==> config.mk <==
export PLATFORM = sky130hd
export DESIGN_NAME = tmr_pair_top
export DESIGN_NICKNAME = d
export VERILOG_FILES = /design/src/rtl/tmr_pkg.sv /design/src/rtl/tmr_evsync.sv /design/src/rtl/tmr_cfg.sv /design/src/rtl/tmr_unit.sv /design/src/rtl/tmr_flags.sv /design/src/rtl/tmr_pair_top.sv
export SDC_FILE = /design/constraint.sdc
export NUM_CORES = 1
export LEC_CHECK = 0
export ABC_AREA = 1
export BUFFER_PORTS_ARGS = -buffer_cell sky130_fd_sc_hd__buf_2
export CAP_MARGIN = 20
export CORE_MARGIN = 5
export CORE_UTILIZATION = 50
export DETAILED_ROUTE_END_ITERATION = 12
export GPL_ROUTABILITY_DRIVEN = 0
export PLACE_DENSITY = 0.68
export RECOVER_POWER = 25
export SYNTH_ARGS = -nofsm -noshare
export SYNTH_HDL_FRONTEND = slang
export SYNTH_SLANG_ARGS = --single-unit
==> constraint.sdc <==
create_clock -name clk -period 3.4 [get_ports clk]
set_clock_uncertainty 0.2 [all_clocks]
set_input_delay 0.68 -clock clk [delete_from_list [all_inputs] [get_ports clk]]
set_output_delay 0.68 -clock clk [all_outputs]
set_load 0.05 [all_outputs]
==> src/rtl/tmr_pkg.sv <==
package tmr_pkg;

  typedef enum logic [1:0] {
    TM_13    = 2'd0,
    TM_16    = 2'd1,
    TM_RLD   = 2'd2,
    TM_SPLIT = 2'd3
  } tmr_mode_e;

  localparam int UNITS  = 2;
  localparam int A_CFG  = 0;
  localparam int A_RUN  = 1;
  localparam int A_LO0  = 2;
  localparam int A_HI0  = 3;
  localparam int A_FLAG = 6;

endpackage

==> src/rtl/tmr_evsync.sv <==
module tmr_evsync #(
  parameter int N      = 2,
  parameter int STAGES = 2
) (
  input  logic         clk,
  input  logic         rst_n,
  input  logic [N-1:0] pin,
  output logic [N-1:0] fall
);

  for (genvar i = 0; i < N; i++) begin : g_pin
    logic [STAGES-1:0] shf;
    logic              prev;

    always_ff @(posedge clk) begin
      if (!rst_n) begin
        shf  <= '0;
        prev <= 1'b0;
      end else begin
        shf  <= {shf[STAGES-2:0], pin[i]};
        prev <= shf[STAGES-1];
      end
    end

    assign fall[i] = prev & ~shf[STAGES-1];


    fall_src_chk: assert property (@(posedge clk) disable iff (!rst_n)
      fall[i] |=> !prev);
  end

endmodule

==> src/rtl/tmr_cfg.sv <==
module tmr_cfg
  import tmr_pkg::*;
#(
  parameter int W      = 8,
  parameter int ADDR_W = 3
) (
  input  logic                  clk,
  input  logic                  rst_n,
  input  logic                  wr_en,
  input  logic [ADDR_W-1:0]     wr_addr,
  input  logic [W-1:0]          wr_data,
  output logic [UNITS-1:0][1:0] mode,
  output logic [UNITS-1:0]      ctsel,
  output logic [UNITS-1:0]      gate,
  output logic [UNITS-1:0]      run,
  output logic [UNITS-1:0]      wr_lo,
  output logic [UNITS-1:0]      wr_hi,
  output logic                  flag_wr,
  output logic [UNITS-1:0]      flag_wdata
);

  logic [W-1:0]     cfg_q;
  logic [UNITS-1:0] run_q;

  always_ff @(posedge clk) begin
    if (!rst_n) begin
      cfg_q <= '0;
      run_q <= '0;
    end else if (wr_en) begin
      if (wr_addr == ADDR_W'(A_CFG)) cfg_q <= wr_data;
      if (wr_addr == ADDR_W'(A_RUN)) run_q <= wr_data[UNITS-1:0];
    end
  end

  for (genvar i = 0; i < UNITS; i++) begin : g_dec
    assign mode[i]  = cfg_q[4*i +: 2];
    assign ctsel[i] = cfg_q[4*i+2];
    assign gate[i]  = cfg_q[4*i+3];
    assign run[i]   = run_q[i];
    assign wr_lo[i] = wr_en && (wr_addr == ADDR_W'(A_LO0 + 2*i));
    assign wr_hi[i] = wr_en && (wr_addr == ADDR_W'(A_HI0 + 2*i));
  end

  assign flag_wr    = wr_en && (wr_addr == ADDR_W'(A_FLAG));
  assign flag_wdata = wr_data[UNITS-1:0];


  run_hold_chk: assert property (@(posedge clk) disable iff (!rst_n)
    !wr_en |=> $stable(run));

endmodule

==> src/rtl/tmr_unit.sv <==
module tmr_unit
  import tmr_pkg::*;
#(
  parameter int W     = 8,
  parameter int PRE   = 5,
  parameter bit SPLIT = 1'b1
) (
  input  logic      clk,
  input  logic      rst_n,
  input  tmr_mode_e mode,
  input  logic      inc_lo,
  input  logic      inc_hi,
  input  logic      wr_lo,
  input  logic      wr_hi,
  input  logic [W-1:0] wdata,
  output logic [W-1:0] lo,
  output logic [W-1:0] hi,
  output logic      ovf_main,
  output logic      ovf_hi
);

  logic [W-1:0] nxt_lo, nxt_hi;
  logic         raw_m, raw_h;

  always_comb begin
    nxt_lo = lo;
    nxt_hi = hi;
    raw_m  = 1'b0;
    raw_h  = 1'b0;
    unique case (mode)
      TM_13: begin
        if (inc_lo) begin
          if (&lo[PRE-1:0]) begin
            nxt_lo[PRE-1:0] = '0;
            if (&hi) begin
              nxt_hi = '0;
              raw_m  = 1'b1;
            end else begin
              nxt_hi = hi + 1'b1;
            end
          end else begin
            nxt_lo[PRE-1:0] = lo[PRE-1:0] + 1'b1;
          end
        end
      end
      TM_16: begin
        if (inc_lo) begin
          {nxt_hi, nxt_lo} = {hi, lo} + 1'b1;
          raw_m = &{hi, lo};
        end
      end
      TM_RLD: begin
        if (inc_lo) begin
          if (&lo) begin
            nxt_lo = hi;
            raw_m  = 1'b1;
          end else begin
            nxt_lo = lo + 1'b1;
          end
        end
      end
      TM_SPLIT: begin
        if (SPLIT) begin
          if (inc_lo) begin
            nxt_lo = lo + 1'b1;
            raw_m  = &lo;
          end
          if (inc_hi) begin
            nxt_hi = hi + 1'b1;
            raw_h  = &hi;
          end
        end
      end
    endcase
    if (wr_lo) nxt_lo = wdata;
    if (wr_hi) nxt_hi = wdata;
  end

  always_ff @(posedge clk) begin
    if (!rst_n) begin
      lo <= '0;
      hi <= '0;
    end else begin
      lo <= nxt_lo;
      hi <= nxt_hi;
    end
  end

  assign ovf_main = raw_m & ~(wr_lo | wr_hi);
  assign ovf_hi   = raw_h & ~wr_hi;


  step16_chk: assert property (@(posedge clk) disable iff (!rst_n)
    (mode == TM_16 && inc_lo && !wr_lo && !wr_hi)
      |=> {hi, lo} == (2*W)'($past({hi, lo}) + 1'b1));


  reload_chk: assert property (@(posedge clk) disable iff (!rst_n)
    (mode == TM_RLD && inc_lo && (&lo) && !wr_lo && !wr_hi)
      |=> (lo == $past(hi)) && $stable(hi));


  top_bits_chk: assert property (@(posedge clk) disable iff (!rst_n)
    (mode == TM_13 && !wr_lo) |=> lo[W-1:PRE] == $past(lo[W-1:PRE]));


  idle_hold_chk: assert property (@(posedge clk) disable iff (!rst_n)
    (!inc_lo && !inc_hi && !wr_lo && !wr_hi) |=> $stable(lo) && $stable(hi));


  wr_wins_chk: assert property (@(posedge clk) disable iff (!rst_n)
    wr_lo |=> lo == $past(wdata));

endmodule

==> src/rtl/tmr_flags.sv <==
module tmr_flags #(
  parameter int N = 2
) (
  input  logic         clk,
  input  logic         rst_n,
  input  logic [N-1:0] set,
  input  logic [N-1:0] ack,
  input  logic         wr,
  input  logic [N-1:0] wdata,
  output logic [N-1:0] flag
);

  for (genvar i = 0; i < N; i++) begin : g_flag
    always_ff @(posedge clk) begin
      if (!rst_n)       flag[i] <= 1'b0;
      else if (set[i])  flag[i] <= 1'b1;
      else if (ack[i])  flag[i] <= 1'b0;
      else if (wr)      flag[i] <= wdata[i];
    end


    set_wins_chk: assert property (@(posedge clk) disable iff (!rst_n)
      set[i] |=> flag[i]);


    ack_clr_chk: assert property (@(posedge clk) disable iff (!rst_n)
      (ack[i] && !set[i]) |=> !flag[i]);
  end

endmodule

==> src/rtl/tmr_pair_top.sv <==
module tmr_pair_top
  import tmr_pkg::*;
#(
  parameter int W      = 8,
  parameter int PRE    = 5,
  parameter int SYNC   = 2,
  parameter int ADDR_W = 3
) (
  input  logic            clk,
  input  logic            rst_n,
  input  logic            tick,
  input  logic            wr_en,
  input  logic [ADDR_W-1:0] wr_addr,
  input  logic [W-1:0]    wr_data,
  input  logic [1:0]      ext_cnt,
  input  logic [1:0]      gate_pin,
  input  logic [1:0]      ack,
  output logic [1:0]      ovf_flag,
  output logic [2*W-1:0]  count0,
  output logic [2*W-1:0]  count1
);

  logic [UNITS-1:0][1:0] mode;
  logic [UNITS-1:0]      ctsel, gate, run, wr_lo, wr_hi, flag_wdata;
  logic                  flag_wr;
  logic [UNITS-1:0]      fall, run_eff, ev, inc_lo, inc_hi;
  logic [UNITS-1:0]      ovf_m, ovf_h, set;
  logic [UNITS-1:0][W-1:0] lo, hi;
  logic                  split;

  tmr_cfg #(.W(W), .ADDR_W(ADDR_W)) u_cfg (
    .clk(clk), .rst_n(rst_n), .wr_en(wr_en), .wr_addr(wr_addr),
    .wr_data(wr_data), .mode(mode), .ctsel(ctsel), .gate(gate),
    .run(run), .wr_lo(wr_lo), .wr_hi(wr_hi), .flag_wr(flag_wr),
    .flag_wdata(flag_wdata)
  );

  tmr_evsync #(.N(UNITS), .STAGES(SYNC)) u_sync (
    .clk(clk), .rst_n(rst_n), .pin(ext_cnt), .fall(fall)
  );

  assign split      = (mode[0] == 2'(TM_SPLIT));
  assign run_eff[0] = run[0];
  assign run_eff[1] = run[1] | split;
  assign inc_hi[0]  = split & run[1] & tick;
  assign inc_hi[1]  = 1'b0;

  for (genvar i = 0; i < UNITS; i++) begin : g_unit
    assign ev[i]     = ctsel[i] ? fall[i] : tick;
    assign inc_lo[i] = run_eff[i] & (~gate[i] | gate_pin[i]) & ev[i];

    tmr_unit #(.W(W), .PRE(PRE), .SPLIT(i == 0)) u_unit (
      .clk(clk), .rst_n(rst_n), .mode(tmr_mode_e'(mode[i])),
      .inc_lo(inc_lo[i]), .inc_hi(inc_hi[i]), .wr_lo(wr_lo[i]),
      .wr_hi(wr_hi[i]), .wdata(wr_data), .lo(lo[i]), .hi(hi[i]),
      .ovf_main(ovf_m[i]), .ovf_hi(ovf_h[i])
    );
  end

  assign set[0] = ovf_m[0];
  assign set[1] = split ? ovf_h[0] : ovf_m[1];

  tmr_flags #(.N(UNITS)) u_flags (
    .clk(clk), .rst_n(rst_n), .set(set), .ack(ack), .wr(flag_wr),
    .wdata(flag_wdata), .flag(ovf_flag)
  );

  assign count0 = {hi[0], lo[0]};
  assign count1 = {hi[1], lo[1]};


  split_flag1_chk: assert property (@(posedge clk) disable iff (!rst_n)
    (split && !ovf_h[0] && !flag_wr && !ovf_flag[1]) |=> !ovf_flag[1]);


  gate_block_chk: assert property (@(posedge clk) disable iff (!rst_n)
    (gate[0] && !gate_pin[0] && !wr_lo[0] && !wr_hi[0] && !split)
      |=> $stable(count0));

endmodule

==> results of run 1 <==
## cell usage in the layout (no fill, tap or decap), types with 2 or more instances in the layout
cell type and count:
nand2_1 152, inv_1 89, nor2_1 70, nand3_1 54, a21oi_1 50, dfxtp_1 50
o21ai_0 43, buf_2 40, ha_1 15, clkbuf_1 14, xor2_1 13, nand2_2 9
inv_2 8, nor3_1 8, o21ai_1 7, nor2_2 6, nand4_1 5, nand3_2 5
clkbuf_8 5, nor2_4 4, a21oi_2 4, o21bai_1 4, o211ai_1 3, nand3b_1 3
clkinv_2 3, o22ai_1 3, clkinv_1 2, nor2_8 2, o21ai_2 2, or2_2 2
xnor2_1 2
## cell type report
type	count	area, sq um	area share
Multi-Input combinational cell	478	2505	0.5759
Sequential cell	50	1001	0.2301
Inverter	100	376.6	0.08659
Timing Repair Buffer	55	260.3	0.05984
Tap cell	102	127.6	0.02934
Clock buffer	5	68.82	0.01582
Clock inverter	2	10.01	0.002301
## worst min-delay path, cell delays in order (launching register included)
cell     delay [ns]
dfxtp_1        0.31
nand2_1        0.05
inv_1          0.04
## kinds of logic (layout without fill, tap and decap cells)
logic type      Yosys count  in the layout  synth area share
fa+ha+maj                15             15           0.04754
buf+inv                 111            162            0.1119
simple gates            326            326            0.3838
compound gates          122            122            0.1699
xor+xnor                 15             15           0.03328
flops                    50             50            0.2536
## flip-flops by register name, summed over array words and instances, names as in the netlist
register	cells
g_unit.u_unit.hi	16
g_unit.u_unit.lo	16
u_cfg.cfg_q	8
u_cfg.run	2
u_flags.flag	2
u_sync.g_pin.prev	2
u_sync.g_pin.shf	4
## cell usage after synthesis (all sizes together)
library cell	number	share of area
nor3	10	0.017
a31oi	1	0.0016
a211o	1	0.0022
dfxtp	50	0.25
ha	15	0.048
o21ai	52	0.068
clkbuf	3	0.0029
a21oi	54	0.072
o221ai	1	0.0022
a211oi	1	0.0019
xnor2	2	0.0044
o31ai	1	0.0019
clkinv	3	0.0032
a21o	1	0.0019
nand4	6	0.011
inv	97	0.092
o21bai	4	0.0076
nor4	1	0.0016
nor2	82	0.098
o22ai	3	0.0048
nand3	59	0.081
nand3b	4	0.011
or2	2	0.0032
xor2	13	0.029
buf	8	0.014
o211ai	3	0.0057
nand2	162	0.16
## stage by stage
stage | util | total power (uW) | setup WS [ns]
final | 0.5628 | 1228 | 0.9244
after global routing | 0.5628 | 1288 | 0.7207
after CTS | 0.5651 | 1235 | 0.9808
after detailed placement | 0.5549 | 897.1 | 0.9990
after global placement | 0.5549 | 894.9 | 1.038
after floorplan | - | 822.1 | 0.9109
## layer usage
layer / vias to the layer above / wire length (um) / part of all wire / global-route usage
met5: - / 0 / 0 / 0
met4: 0 / 228 / 0.020 / 0.06303
met1: 1956 / 5601 / 0.48 / 0.3483
met3: 22 / 970 / 0.083 / 0.03609
met2: 187 / 4817 / 0.41 / 0.3378
li1: 2149 / - / - / -
## power breakdown
part           switching (uW)  leakage [uW]  internal [uW]
sequential               25.6      0.000406            606
clock                     203     0.0000438            139
combinational             184       0.00163           70.6
## final timing paths
kind / startpoint / endpoint / slack [ns] / depth (start not counted)
min: u_sync.g_pin[1].shf[0] / u_sync.g_pin[1].shf[1] / 0.22 / 2
min reg2reg: u_sync.g_pin[1].shf[0] / u_sync.g_pin[1].shf[1] / 0.22 / 2
max reg2reg: g_unit[0].u_unit.lo[0] / g_unit[0].u_unit.hi[5] / 0.92 / 11
max: g_unit[0].u_unit.lo[0] / g_unit[0].u_unit.hi[5] / 0.92 / 11
==> reports/qor.yml, run 1 <==
clocking:
  cts_setup_buffers: 0
  hold_buffers: 0
  cts_tree: "built"
  cts_made_buffers: 5
  cts-htree-levels: 2
  clk_latency_ns: 0.30
  cts-resized-gates: 0
  clk_pin_slew_ns: 0.10
  cts-root-buf: "clkbuf_8"
  clock-sinks: 50
  cts.path.max_buffers: 2
grt:
  grt_usage: 0.2310
  grt_first_pass_wirelength_um: 18590
  grt_pass1_vias: 3751
  grt_max_degree: 34
  antenna_found_initial: 0
  gr-total-overflow: 0
sta:
  worst_slew_pin_slew_ns: 1.358
  whs_ns: 0.2230
  tns_ns: 0
  hold_viol: 0
  relSlewSlack: 0.09468
  fmax_mhz: 403.9
  finalMaxSlewViolations: 0
  min_period_ns: 2.476
  finalSetupViolCount: 0
  rsz0062_at_grt: "no"
  finalCritPeriodShare: 0.7281
min_path:
  hold_class: "reg -> reg"
synth:
  yosysWarnings: 0
  syn-cell-area_sq_um: 3948
  synth_seq_cells: 50
  yosysUniqueCellTypes: 44
  ys_seq_area_frac: 0.2536
  postSynthCellCount: 639
  syn_nets: 675
  syn_avg_cell_area_sq_um: 6.178
drt:
  first_pass_iters: 5
  drc_errors: 0
  detail-route-antenna-nets: 0
  wl_per_cell_um: 14.67
  vias: 4314
  routed_wl_um: 11620
  drtIter0Drc: 356
  vias_per_cell: 5.447
die:
  rows: 32
  fp.dieW_um: 98.86
  core_sq_um: 7727
  initial_core_util: 0.5108
  boundaryPins: 55
  die_h_um: 98.86
  die_area_sq_um: 9772
flow_run:
  cap_violations: 0
cells_and_area:
  instances_no_fill: 792
  n_fill_cell: 810
  syn2layout_area_growth_pct: 10.17
  drive_gt1_frac: 0.1391
  antenna_cells: 0
  design_area_sq_um: 4349
  num-nets-final: 726
place:
  postPlaceCellArea_sq_um: 4288
  port_buffers: 54
  dp_hpwl_um: 8834
  dp_cells: 785
critical_path:
  cp.arrival_ns: 2.48
  crit_required_ns: 3.40
  path_buf_inv: 1
  path_cells: "ha_1 > nand2_1 > nor2_4 > ha_1 > o21ai_1 > a21oi_2 > nand3_1 > inv_1 > o21ai_0 > nor2_1 > nor2_1"
  critPathMaxFanout: 7
  end_kind: "flip-flop"
  slowest_delay_ns: 0.46
  worstSetupStartpointType: "flip-flop"
  critPathKind: "reg -> reg"
  slowest_stage: "dfxtp_1"
  cp_top_family: "simple AND/OR/NAND/NOR gates"
run_status:
  status: "completed"
power_and_ir_drop:
  power_leakage_uw: 0.002083
  power_density_nw_per_um2: 282.4
  ir_drop_mv: 0.1457
No activity file was read; power rests on OpenSTA's default activity.
==> run 2, diff against run 1 <==
==> constraint.sdc (replaced) <==
create_clock -name clk -period 2.3 [get_ports clk]
set_clock_uncertainty 0.2 [all_clocks]
set_input_delay 0.46 -clock clk [delete_from_list [all_inputs] [get_ports clk]]
set_output_delay 0.46 -clock clk [all_outputs]
set_load 0.05 [all_outputs]
==> reports/qor.yml, run 2 (synthesis results as in run 1) <==
run_status:
  status: "completed"  # unchanged
sta:
  min_period_ns: 2.154  # was 2.476 ns
  fin_ws_ns: 0.1458  # was 0.9244 ns
  relSlewSlack: 0.5970  # was 0.09468
  finalMaxSlewViolations: 0  # unchanged
  worst_slew_pin_slew_ns: 0.6071  # was 1.358 ns
  tns_ns: 0  # unchanged
  hold_viol: 0  # unchanged
  rsz0062_at_grt: "yes"  # was no
  fmax_mhz: 464.2  # was 403.9 MHz
  finalCritPeriodShare: 0.9366  # was 0.7281
  finalSetupViolCount: 0  # unchanged
die:
  initial_core_util: 0.5108  # unchanged
  die_area_sq_um: 9772  # unchanged
  fp.dieW_um: 98.86  # unchanged
  die_h_um: 98.86  # unchanged
  rows: 32  # unchanged
  boundaryPins: 55  # unchanged
  core_sq_um: 7727  # unchanged
drt:
  detail-route-antenna-nets: 0  # unchanged
  vias: 4343  # was 4314
  first_pass_iters: 5  # unchanged
  drtIter0Drc: 232  # was 356
  drc_errors: 0  # unchanged
  routed_wl_um: 11830  # was 11620 um
  vias_per_cell: 5.408  # was 5.447
  wl_per_cell_um: 14.73  # was 14.67 um
grt:
  grt_max_degree: 27  # was 34
  grt_usage: 0.2398  # was 0.2310
  grt_first_pass_wirelength_um: 19210  # was 18590 um
  grt_pass1_vias: 3904  # was 3751
  gr-total-overflow: 0  # unchanged
  antenna_found_initial: 0  # unchanged
cells_and_area:
  drive_gt1_frac: 0.1726  # was 0.1391
  antenna_cells: 0  # unchanged
  reg_top3: "g_unit.u_unit.hi x16, g_unit.u_unit.lo x16, u_cfg.cfg_q x8"  # unchanged
  post-route-util: 0.5790  # was 0.5628
  design_area_sq_um: 4474  # was 4349 sq um
  num-nets-final: 736  # was 726
  n_fill_cell: 798  # was 810
  final_common_cell: "nand2_1"  # unchanged
  syn2layout_area_growth_pct: 13.34  # was 10.17%
  final_cell_mix: "151 x nand2_1, 89 x inv_1, 69 x nor2_1"  # was 152 x nand2_1, 89 x inv_1, 70 x nor2_1
clocking:
  clk_pin_slew_ns: 0.10  # about the same
  cts_setup_buffers: 0  # unchanged
  hold_buffers: 0  # unchanged
  cts_tree: "built"  # unchanged
  cts-root-buf: "clkbuf_8"  # unchanged
  cts_made_buffers: 5  # unchanged
  cts-htree-levels: 2  # unchanged
  clk_latency_ns: 0.31  # was 0.30 ns
  clock-sinks: 50  # unchanged
  cts-resized-gates: 0  # unchanged
  cts.path.max_buffers: 2  # unchanged
critical_path:
  cp.arrival_ns: 2.21  # was 2.48 ns
  critPathMaxFanout: 5  # was 7
  end_kind: "flip-flop"  # unchanged
  critPathKind: "reg -> reg"  # unchanged
  crit_required_ns: 2.35  # was 3.40 ns
  worstSetupStartpointType: "flip-flop"  # unchanged
  r2r_setup_slack_ns: 0.15  # was 0.92 ns
power_and_ir_drop:
  power_density_nw_per_um2: 439.6  # was 282.4 nW/um^2
  power_leakage_uw: 0.002183  # was 0.002083 uW
  power_uw: 1967  # was 1228 uW
  ir_drop_mv: 0.2912  # was 0.1457 mV
min_path:
  hold_class: "in -> reg"  # was reg -> reg
flow_run:
  cap_violations: 0  # unchanged
place:
  postPlaceCellArea_sq_um: 4368  # was 4288 sq um
  port_buffers: 54  # unchanged
  pre_cts_ws_ns: 0.1606  # was 0.9990 ns
  dp_hpwl_um: 9154  # was 8834 um
## run 2: worst paths after layout
path | from | cells past startpoint | endpoint
max reg2reg | g_unit[1].u_unit.lo[1] | 12 | g_unit[1].u_unit.hi[0]
min | ext_cnt[1] | 3 | u_sync.g_pin[1].shf[0]
max | g_unit[1].u_unit.lo[1] | 12 | g_unit[1].u_unit.hi[0]
min reg2reg | u_sync.g_pin[0].shf[0] | 2 | u_sync.g_pin[0].shf[1]
## run 2: report_power, final
| group | internal (uW) | total, uW | switching [uW] | leakage, uW |
|---|---|---|---|---|
| logic | 111 | 384 | 273 | 0.00172 |
| registers | 897 | 935 | 37.5 | 0.000408 |
| clock network | 321 | 648 | 327 | 0.0000579 |
| total | 1330 | 1970 | 638 | 0.00218 |
## run 2: through the flow
stage	instances	hold slack, ns
after global placement	795	0.1943
final	803	0.1280
after global routing	803	0.1345
after CTS	803	0.1274
after detailed placement	795	0.2000
after floorplan	639	0.1905
## run 2: routing by layer
metal | wire length [um] | track usage
met3 | 726 | 0.03609
met5 | 0 | 0
met1 | 5822 | 0.3648
met4 | 112 | 0.04727
met2 | 5168 | 0.3574
## run 2: critical path: stages, from the launching register on
cell and delay, ns:
dfxtp_2 0.37, ha_1 0.20, nand2_2 0.08, nor2_4 0.12, ha_1 0.23, nor2_1 0.07
nor2_1 0.16, nand4_2 0.19, nor2_2 0.19, o21ai_1 0.09, nor2_1 0.09, nor2_1 0.04
nor2_1 0.07
## run 2: area by class of cell
| class | instances | area (sq um) | area share |
|---|---|---|---|
| Clock buffer | 5 | 68.82 | 0.01538 |
| Clock inverter | 3 | 40.04 | 0.008949 |
| Inverter | 100 | 376.6 | 0.08417 |
| Multi-Input combinational cell | 478 | 2515 | 0.5621 |
| Sequential cell | 50 | 1006 | 0.2248 |
| Tap cell | 102 | 127.6 | 0.02852 |
| Timing Repair Buffer | 65 | 340.3 | 0.07606 |
==> run 3, diff against run 2 <==
--- a/config.mk
+++ b/config.mk
@@ -5,14 +5,14 @@
 export SDC_FILE = /design/constraint.sdc
 export NUM_CORES = 1
 export LEC_CHECK = 0
-export ABC_AREA = 1
+export ABC_AREA = 0
 export BUFFER_PORTS_ARGS = -buffer_cell sky130_fd_sc_hd__buf_2
 export CAP_MARGIN = 20
 export CORE_MARGIN = 5
 export CORE_UTILIZATION = 50
 export DETAILED_ROUTE_END_ITERATION = 12
 export GPL_ROUTABILITY_DRIVEN = 0
-export PLACE_DENSITY = 0.68
+export PLACE_DENSITY = 0.69
 export RECOVER_POWER = 25
 export SYNTH_ARGS = -nofsm -noshare
 export SYNTH_HDL_FRONTEND = slang
==> reports/qor.yml, run 3 <==
sta:
  finalSetupViolCount: 0  # unchanged
  finalMaxSlewViolations: 0  # unchanged
  worst_slew_pin_slew_ns: 0.8782  # was 0.6071 ns
  hold_viol: 0  # unchanged
  fmax_mhz: 463.4  # was 464.2 MHz
  min_period_ns: 2.158  # was 2.154 ns
  tns_ns: 0  # unchanged
  finalCritPeriodShare: 0.9383  # was 0.9366
  fin_ws_ns: 0.1418  # was 0.1458 ns
  relSlewSlack: 0.4139  # was 0.5970
  rsz0062_at_grt: "yes"  # unchanged
critical_path:
  critPathMaxFanout: 12  # was 5
  crit_required_ns: 2.34  # was 2.35 ns
  critPathKind: "reg -> reg"  # unchanged
  slowest_delay_ns: 0.45  # was 0.37 ns
  r2r-start: "u_cfg.cfg_q[0]"  # was g_unit[1].u_unit.lo[1]
  cp.arrival_ns: 2.19  # was 2.21 ns
  slowest_stage: "or4b_1"  # was dfxtp_2
  end_kind: "flip-flop"  # unchanged
  crit_start: "u_cfg.cfg_q[0]"  # was g_unit[1].u_unit.lo[1]
  path_cells: "ha_1 > buf_4 > nor4_2 > o21a_1 > or4b_1 > a21oi_1"  # was ha_1 > nand2_2 > nor2_4 > ha_1 > nor2_1 > nor2_1 > nand4_2 > nor2_2 > o21ai_1 > nor2_1 > nor2_1 > nor2_1
  worstSetupStartpointType: "flip-flop"  # unchanged
grt:
  grt_pass1_vias: 3653  # was 3904
  grt_first_pass_wirelength_um: 18490  # was 19210 um
  grt_usage: 0.2628  # was 0.2398
  grt_max_degree: 33  # was 27
  antenna_found_initial: 0  # unchanged
  gr-total-overflow: 0  # unchanged
power_and_ir_drop:
  intPower_uw: 1219  # was 1329 uW
  p_clk_frac: 0.313  # was 0.329
  p_sw_uw: 592.9  # was 637.6 uW
  power_uw: 1812  # was 1967 uW
  swShare: 0.3271  # was 0.3241
  seqPwrFrac: 0.511  # was 0.475
  p_comb_frac: 0.177  # was 0.195
  power_density_nw_per_um2: 416.8  # was 439.6 nW/um^2
  ir_drop_mv: 0.2735  # was 0.2912 mV
  power_leakage_uw: 0.001636  # was 0.002183 uW
clocking:
  clock-sinks: 50  # unchanged
  hold_buffers: 0  # unchanged
  cts_tree: "built"  # unchanged
  cts-htree-levels: 2  # unchanged
  clk_pin_slew_ns: 0.11  # was 0.10 ns
  cts_made_buffers: 5  # unchanged
  clk_latency_ns: 0.32  # was 0.31 ns
  cts.path.max_buffers: 2  # unchanged
  cts-root-buf: "clkbuf_8"  # unchanged
synth:
  syn_nets: 499  # was 675
  ys.flop_type: "dfxtp_1"  # unchanged
  yosysUniqueCellTypes: 70  # was 44
  synth_top_area_share: 0.2808  # was 0.2536
  postSynthCellCount: 463  # was 639
  synth_seq_cells: 50  # unchanged
  syn_avg_cell_area_sq_um: 7.699  # was 6.178 sq um
  synthArstFlopShare: 0  # unchanged
  synth.cells.most_frequent: "50 x dfxtp_1, 45 x nand2_1, 34 x a21oi_1"  # was 152 x nand2_1, 89 x inv_1, 70 x nor2_1
  yosysWarnings: 0  # unchanged
  synth_top_area_cell: "dfxtp_1"  # unchanged
  syn-cell-area_sq_um: 3565  # was 3948 sq um
  yosys-top-cells-area: "dfxtp_1 28%, ha_1 5.3%, a21oi_1 4.8%"  # was dfxtp_1 25%, nand2_1 14%, inv_1 8.5%
  ys_seq_area_frac: 0.2808  # was 0.2536
  synth_edf_count: 0  # unchanged
  synth_most_common_cell: "dfxtp_1"  # was nand2_1
die:
  die_h_um: 94.44  # was 98.86 um
  die_area_sq_um: 8918  # was 9772 sq um
  fp.dieW_um: 94.44  # was 98.86 um
  initial_core_util: 0.5189  # was 0.5108
  boundaryPins: 55  # unchanged
  core_sq_um: 6869  # was 7727 sq um
  rows: 30  # was 32
drt:
  routed_wl_um: 11570  # was 11830 um
  wl_per_cell_um: 18.10  # was 14.73 um
  vias: 4016  # was 4343
  drtIter0Drc: 413  # was 232
  detail-route-antenna-nets: 0  # unchanged
  vias_per_cell: 6.285  # was 5.408
  drc_errors: 0  # unchanged
  first_pass_iters: 5  # unchanged
run_status:
  status: "completed"  # unchanged
flow_run:
  cap_violations: 0  # unchanged
place:
  port_buffers: 54  # unchanged
  dp_hpwl_um: 8541  # was 9154 um
  pre_cts_ws_ns: -0.002592  # was 0.1606 ns
cells_and_area:
  reg_top3: "g_unit.u_unit.hi x16, g_unit.u_unit.lo x16, u_cfg.cfg_q x8"  # unchanged
  final_common_cell: "buf_2"  # was nand2_1
  antenna_cells: 0  # unchanged
  final_cell_mix: "50 x buf_2, 44 x nand2_1, 39 x dfxtp_1"  # was 151 x nand2_1, 89 x inv_1, 69 x nor2_1
  num-nets-final: 578  # was 736
  syn2layout_area_growth_pct: 21.97  # was 13.34%
  drive_gt1_frac: 0.2486  # was 0.1726
min_path:
  hold_class: "in -> reg"  # unchanged
  hp-start: "ext_cnt[0]"  # was ext_cnt[1]
run 3: changes by cell type in the layout (fill, tap and decap cells not counted), moves of 12 or more:
cell | before | now
nand3_1 | 53 | 30
a21oi_1 | 50 | 34
a31oi_1 | 1 | 13
nand2_1 | 151 | 44
nor2_1 | 69 | 25
buf_4 | 9 | 37
inv_1 | 89 | 18
run 3: stage by stage:
stage / util / hold slack [ns] / area (sq um) / cells
after CTS: 0.6253 / 0.1301 / 4295 / 637
after global placement: 0.6082 / 0.2216 / 4178 / 627
after global routing: 0.6330 / 0.1354 / 4348 / 639
final: 0.6330 / 0.1374 / 4348 / 639
after floorplan: - / 0.2119 / 3608 / 463
after detailed placement: 0.6082 / 0.2252 / 4178 / 627
run 3: cell families after synthesis:
family                     after synthesis  share of synthesized area
muxes                                   10                    0.02878
DFF                                     50                     0.2808
and+or+nand+nor                        181                     0.2773
xor gates and xnor gates                 8                    0.01966
buffers and inverters                   42                    0.04563
adders and majority gates               15                    0.05265
AOI/OAI and AO/OA                      157                     0.2952
run 3: final timing paths:
| check | to | slack [ns] | cells past startpoint |
|---|---|---|---|
| hold / removal | u_sync.g_pin[0].shf[0] | 0.14 | 2 |
| setup / recovery | g_unit[0].u_unit.lo[2] | 0.14 | 6 |
| hold reg to reg | u_sync.g_pin[0].shf[1] | 0.25 | 1 |
| setup reg to reg | g_unit[0].u_unit.lo[2] | 0.14 | 6 |
run 3: worst max-delay path, delay by kind of cell, from the launching register on:
kind / cells / cell delay, ns
compound gates: 2 / 0.31
simple gates: 2 / 0.75
fa+ha+maj: 1 / 0.25
flops: 1 / 0.35
buf+inv: 1 / 0.21
run 3: metal layers:
| metal | routed length [um] | part of all wire | global-route usage |
|---|---|---|---|
| met5 | 0 | 0 | 0 |
| met4 | 255 | 0.022 | 0.08785 |
| met3 | 1081 | 0.093 | 0.04143 |
| met2 | 4950 | 0.43 | 0.3995 |
| met1 | 5279 | 0.46 | 0.3776 |
run 3: repair_timing:
| item | 4_1_cts | 5_1_grt |
|---|---|---|
| pin swaps | 1 | 4 |
| resized for setup | 1 | 11 |
| endpoints found under the hold margin | 0 | 0 |
| setup endpoints to repair | 2 | 21 |
| setup buffers | 2 | 2 |
run 3: power by group through the flow:
stage                     combinational [uW]  sequential, uW  clock [uW]
final                                    320             926         566
after floorplan                          136            1000           0
after global routing                     344             930         616
after detailed placement                 310             944           0
after CTS                                315             923         577
after global placement                   306             944           0
run 3: cell type report:
| class | count | area [sq um] |
|---|---|---|
| fillers | 614 | 2521 |
| multi-input cells | 371 | 2469 |
| flip-flops and latches | 50 | 1025 |
| repair buffers | 93 | 558.0 |
| well taps | 96 | 120.1 |
| inverters | 21 | 78.83 |
| clock buffers | 5 | 68.82 |
| clock inverters | 3 | 28.78 |
